## src/rtl/rotimm_pkg.sv

```systemverilog
package rotimm_pkg;
  localparam int unsigned DATA_W   = 32;
  localparam int unsigned BASE_W   = 8;
  localparam int unsigned ROT_W    = 4;
  localparam int unsigned ROT_STEP = 2;
  localparam int unsigned IMM_W    = BASE_W + ROT_W;
  localparam int unsigned ROT_N    = 1 << ROT_W;

  typedef logic [DATA_W-1:0] word_t;
  typedef logic [IMM_W-1:0]  imm_t;
  typedef logic [ROT_W-1:0]  rot_t;

  typedef enum logic [1:0] {
    SC_IDLE = 2'd0,
    SC_SCAN = 2'd1,
    SC_DONE = 2'd2
  } scan_state_e;

  function automatic word_t rot_r(input word_t v, input int unsigned sh);
    int unsigned s;
    s = sh % DATA_W;
    if (s == 0) return v;
    return (v >> s) | (v << (DATA_W - s));
  endfunction

  function automatic word_t rot_l(input word_t v, input int unsigned sh);
    int unsigned s;
    s = sh % DATA_W;
    if (s == 0) return v;
    return (v << s) | (v >> (DATA_W - s));
  endfunction

  function automatic int unsigned rot_amount(input rot_t c);
    return ROT_STEP * 32'(c);
  endfunction

  function automatic word_t imm_expand(input imm_t f);
    return rot_r(word_t'(f[BASE_W-1:0]), rot_amount(f[IMM_W-1:BASE_W]));
  endfunction

  function automatic logic window_clear(input word_t v, input rot_t c);
    word_t p;
    p = rot_l(v, rot_amount(c));
    return (p[DATA_W-1:BASE_W] == '0);
  endfunction
endpackage

```

## src/rtl/rotimm_decode.sv

```systemverilog
module rotimm_decode
  import rotimm_pkg::*;
(
  input  logic [IMM_W-1:0]  field_i,
  output logic [DATA_W-1:0] value_o
);
  always_comb value_o = imm_expand(field_i);
endmodule

```

## src/rtl/rotimm_search.sv

```systemverilog
module rotimm_search
  import rotimm_pkg::*;
(
  input  logic              clk,
  input  logic              rst,
  input  logic              in_valid,
  output logic              in_ready,
  input  logic [DATA_W-1:0] in_value,
  output logic              out_done,
  output logic              out_unenc,
  output logic [IMM_W-1:0]  out_field,
  input  logic              out_ack,
  output logic              hit_o,
  output logic              exhaust_o
);
  scan_state_e       state_q;
  word_t             val_q;
  rot_t              cnt_q;
  imm_t              field_q;
  logic              unenc_q;
  word_t             probe;
  logic              in_scan;

  always_comb begin
    in_scan   = (state_q == SC_SCAN);
    probe     = rot_l(val_q, rot_amount(cnt_q));
    hit_o     = in_scan && window_clear(val_q, cnt_q);
    exhaust_o = in_scan && !hit_o && (cnt_q == rot_t'(ROT_N - 1));
  end

  always_ff @(posedge clk) begin
    if (rst) begin
      state_q <= SC_IDLE;
      val_q   <= '0;
      cnt_q   <= '0;
      field_q <= '0;
      unenc_q <= 1'b0;
    end else begin
      case (state_q)
        SC_IDLE: begin
          if (in_valid) begin
            val_q   <= in_value;
            cnt_q   <= '0;
            state_q <= SC_SCAN;
          end
        end
        SC_SCAN: begin
          if (hit_o) begin
            field_q <= {cnt_q, probe[BASE_W-1:0]};
            unenc_q <= 1'b0;
            state_q <= SC_DONE;
          end else if (exhaust_o) begin
            field_q <= '0;
            unenc_q <= 1'b1;
            state_q <= SC_DONE;
          end else begin
            cnt_q <= cnt_q + rot_t'(1);
          end
        end
        SC_DONE: begin
          if (out_ack) begin
            unenc_q <= 1'b0;
            state_q <= SC_IDLE;
          end
        end
        default: state_q <= SC_IDLE;
      endcase
    end
  end

  assign in_ready  = (state_q == SC_IDLE);
  assign out_done  = (state_q == SC_DONE);
  assign out_unenc = out_done && unenc_q;
  assign out_field = field_q;
endmodule

```

## src/rtl/rotimm_codec.sv

```systemverilog
module rotimm_codec
  import rotimm_pkg::*;
(
  input  logic              clk,
  input  logic              rst,
  input  logic [IMM_W-1:0]  dec_field_i,
  output logic [DATA_W-1:0] dec_value_o,
  input  logic              enc_valid_i,
  output logic              enc_ready_o,
  input  logic [DATA_W-1:0] enc_value_i,
  output logic              enc_done_o,
  output logic              enc_unenc_o,
  output logic [IMM_W-1:0]  enc_field_o,
  input  logic              enc_ack_i
);
  logic scan_hit;
  logic scan_exhaust;

  rotimm_decode u_decode (
    .field_i (dec_field_i),
    .value_o (dec_value_o)
  );

  rotimm_search u_search (
    .clk       (clk),
    .rst       (rst),
    .in_valid  (enc_valid_i),
    .in_ready  (enc_ready_o),
    .in_value  (enc_value_i),
    .out_done  (enc_done_o),
    .out_unenc (enc_unenc_o),
    .out_field (enc_field_o),
    .out_ack   (enc_ack_i),
    .hit_o     (scan_hit),
    .exhaust_o (scan_exhaust)
  );
endmodule

```

## config.mk

```make
export PLATFORM = sky130hd
export DESIGN_NAME = rotimm_codec
export DESIGN_NICKNAME = d
export VERILOG_FILES = /design/src/rtl/rotimm_pkg.sv /design/src/rtl/rotimm_decode.sv /design/src/rtl/rotimm_search.sv /design/src/rtl/rotimm_codec.sv
export SDC_FILE = /design/constraint.sdc
export NUM_CORES = 1
export LEC_CHECK = 0
export CAP_MARGIN = 20
export CORE_AREA = 2 2 130 94
export CTS_BUF_LIST = sky130_fd_sc_hd__clkbuf_16
export DETAILED_ROUTE_END_ITERATION = 10
export DIE_AREA = 0 0 132 96
export PLACE_DENSITY = 0.74
export SLEW_MARGIN = 10
export SYNTH_ARGS = -nofsm -noshare
export SYNTH_HDL_FRONTEND = slang
export SYNTH_SLANG_ARGS = --single-unit
```

## constraint.sdc

```tcl
create_clock -name clk -period 4.1 [get_ports clk]
set_input_delay 0.82 -clock clk [delete_from_list [all_inputs] [get_ports clk]]
set_output_delay 0.82 -clock clk [all_outputs]
set_load 0.005 [all_outputs]
```

==> results of run 1 <==
power by group through the flow:
stage	clock network, mW	registers, mW	logic [mW]
6_report	0.451	0.577	0.868
2_1_floorplan	0	0.560	0.575
5_1_grt	0.477	0.581	0.926
3_5_place_dp	0	0.585	0.841
3_3_place_gp	0	0.582	0.842
4_1_cts	0.454	0.573	0.845
final cells by class:
cell class	instances	area (um2)	area share (%)
Clock inverter	3	27.53	0.4051
Sequential cell	51	1025	15.08
Timing Repair Buffer	127	1209	17.79
Inverter	13	48.80	0.7181
Tap cell	157	196.4	2.891
Multi-Input combinational cell	537	4164	61.28
Clock buffer	5	125.1	1.841
metal layers:
layer | up-vias | routed length (um) | GRT usage [%]
li1 | 2653 | - | -
met1 | 2862 | 9005 | 46.16
met2 | 338 | 7995 | 43.23
met3 | 21 | 2050 | 6.477
met4 | 0 | 257 | 7.065
met5 | - | 0 | 0
stage by stage:
step / std cells / hold slack (ps) / util [%] / setup WS (ps) / instance area (um2)
6_report: 893 / 479.8 / 59.41 / 138.5 / 6795
5_1_grt: 893 / 505.3 / 59.41 / 7.392 / 6795
4_1_cts: 893 / 482.6 / 59.17 / 78.83 / 6768
3_5_place_dp: 885 / 470.4 / 57.84 / 88.75 / 6615
3_3_place_gp: 885 / 469.5 / 57.84 / 95.65 / 6615
2_1_floorplan: 661 / 470.0 / - / 713.4 / 5598
kinds of logic after synthesis:
kind of cell / Yosys count / share of synthesized area [%]
AO/OA/AOI/OAI: 186 / 22.44
buffers and inverters: 73 / 8.002
adder cells (fa/ha/maj): 6 / 1.341
AND/OR/NAND/NOR: 263 / 23.07
multiplexers: 78 / 25.95
flip-flops: 51 / 18.24
XOR/XNOR: 4 / 0.9613
worst max-delay path, stage by stage:
cell             delay [ps]
clkdlybuf4s50_1         420
inv_1                    90
ha_2                    250
xor2_2                  270
nand3b_1                140
o31ai_1                 400
nand2_1                 110
o31ai_1                  90
clkdlybuf4s50_1         550
cells in the mapped netlist, drive strengths merged (2+ instances only):
master / number
dfxtp: 51
nor4: 6
nor3b: 5
o211ai: 11
nand4: 2
a211o: 2
or4: 3
clkbuf: 36
nor4b: 4
mux2i: 18
o2111ai: 2
a211oi: 8
nand2b: 5
a2111oi: 2
a221oi: 3
nand3: 7
a311oi: 2
nor3: 20
buf: 24
inv: 12
o31ai: 6
o21a: 4
nor2b: 5
and3: 2
ha: 6
nor2: 57
or3: 6
o2bb2ai: 2
a22oi: 4
and2: 3
a21boi: 2
mux4: 49
o221ai: 11
o22ai: 16
nand3b: 16
o32ai: 3
or2: 14
xnor2: 3
nand2: 105
o21ai: 33
a21oi: 63
a31oi: 6
a221o: 2
mux2: 11
final timing paths:
| path | cells after the start | from | endpoint | slack [ps] |
|---|---|---|---|---|
| hold / removal | 2 | u_search.out_field[8]$_SDFFE_PP0P_ | u_search.out_field[8]$_SDFFE_PP0P_ | 480 |
| hold reg to reg | 2 | u_search.out_field[8]$_SDFFE_PP0P_ | u_search.out_field[8]$_SDFFE_PP0P_ | 480 |
| setup reg to reg | 13 | u_search.cnt_q[0]$_SDFFE_PP0P_ | u_search.cnt_q[2]$_SDFFE_PP0P_ | 320 |
| setup / recovery | 9 | dec_field_i[8] | dec_value_o[0] | 140 |
flip-flops by register name, summed over array words and instances (netlist names):
register	cells
u_search.val_q	32
u_search.out_field	12
u_search.cnt_q	4
u_search.state_q	2
u_search.unenc_q	1
repair_timing:
action,4_1_cts,5_1_grt
gates resized for setup,0,5
endpoints found under the hold margin,0,0
endpoints found under the setup margin,0,17
==> qor.yml, run 1 <==
critical_path_required_ps: 3280
place_congestion: 0.9632
n_antenna_cell: 0
synth.net_count: 715
rsz0062_at_grt: "no"
clk_latency_ps: 310
peakVddDrop_v: 0.0001759
grt_usage_pct: 30.27
path_clk_slew_ps: 70
syn_to_final_growth_pct: 21.39
viasPerCell: 6.578
drive_above_1_share_pct: 17.66
port_buffers: 94
cts_made_buffers: 5
ys_seq_area_share_pct: 18.24
cp_data_arrival_time_ps: 3140
drt-total-wl_um: 19310
dpl.hpwl_um: 14660
power.density_nw_per_um2: 278.9
tns_ps: 0
synth-seq-cells: 51
fill_cells: 1017
syn_inst: 661
grt_max_degree: 82
dr.pass1.iters: 5
final.min_clock_period_ps: 3961
dieArea_um2: 12670
ys_warn_count: 0
drt-initial-drc-count: 732
setup_viol: 0
synthTopCellsByArea: "dfxtp_1, mux4_2, nand2_1"
final_cell_mix: "nand2_1, clkdlybuf4s50_1, a21oi_1"
synth_area_um2: 5598
grt_pass1_vias: 5294
pin_count: 95
antenna_found_initial: 0
drc: 0
cts_tree: "yes"
layout_commonest_cell: "nand2_1"
synth-edff-count: 0
status: "complete, no violations"
async_flop_share_pct: 0
clkPwrFrac_pct: 23.8
die_w_um: 132
period_share_pct: 96.62
hold_viol: 0
ant_nets: 0
fin_worst_skew_ps: 8.553
initial_core_util_pct: 48.94
cts_hold_buf: 0
synthFlopType: "dfxtp_1"
end_kind: "primary output"
cp_max_fo: 5
tightest_slew_ps: 665.6
clock_path_buffers: 2
num_vias: 5874
p_leak_nw: 2.328
grt_pass1_wl_um: 29890
slew_viol_final: 0
post_cts_buffers: 0
slew_headroom_pct: 55.16
p_sw_mw: 0.7363
fin_nets: 789
die_y_um: 96
synth_top_cell_area_share_pct: 18.24
finalPower_mw: 1.895
htreeDepth: 2
yosysTopAreaCell: "dfxtp_1"
globalRoute.totalOverflow: 0
num_rows: 33
drv_cap: 0
coreArea_um2: 11440
ys_types: 75
avgSynthCellArea_um2: 8.469
crit_path_start_kind: "input pin"
clock_sinks: 51
hold_class: "flop to flop"
critPathKind: "input pin to primary output"
cts-root-buf: "clkbuf_16"
switching_share_pct: 38.86
drt-wirelength-per-cell_um: 21.62
p_comb_share_pct: 45.8
fmax_mhz: 252.4
pwr-share-seq_pct: 30.4
intPower_mw: 1.159
No activity file was read; power rests on OpenSTA's default activity.
==> run 2, diff against run 1 <==
Settings changed: SKIP_LAST_GASP set to 1.
==> results of run 2 <==
Same layout as run 1: the final DEF is identical, and so are final timing and power.
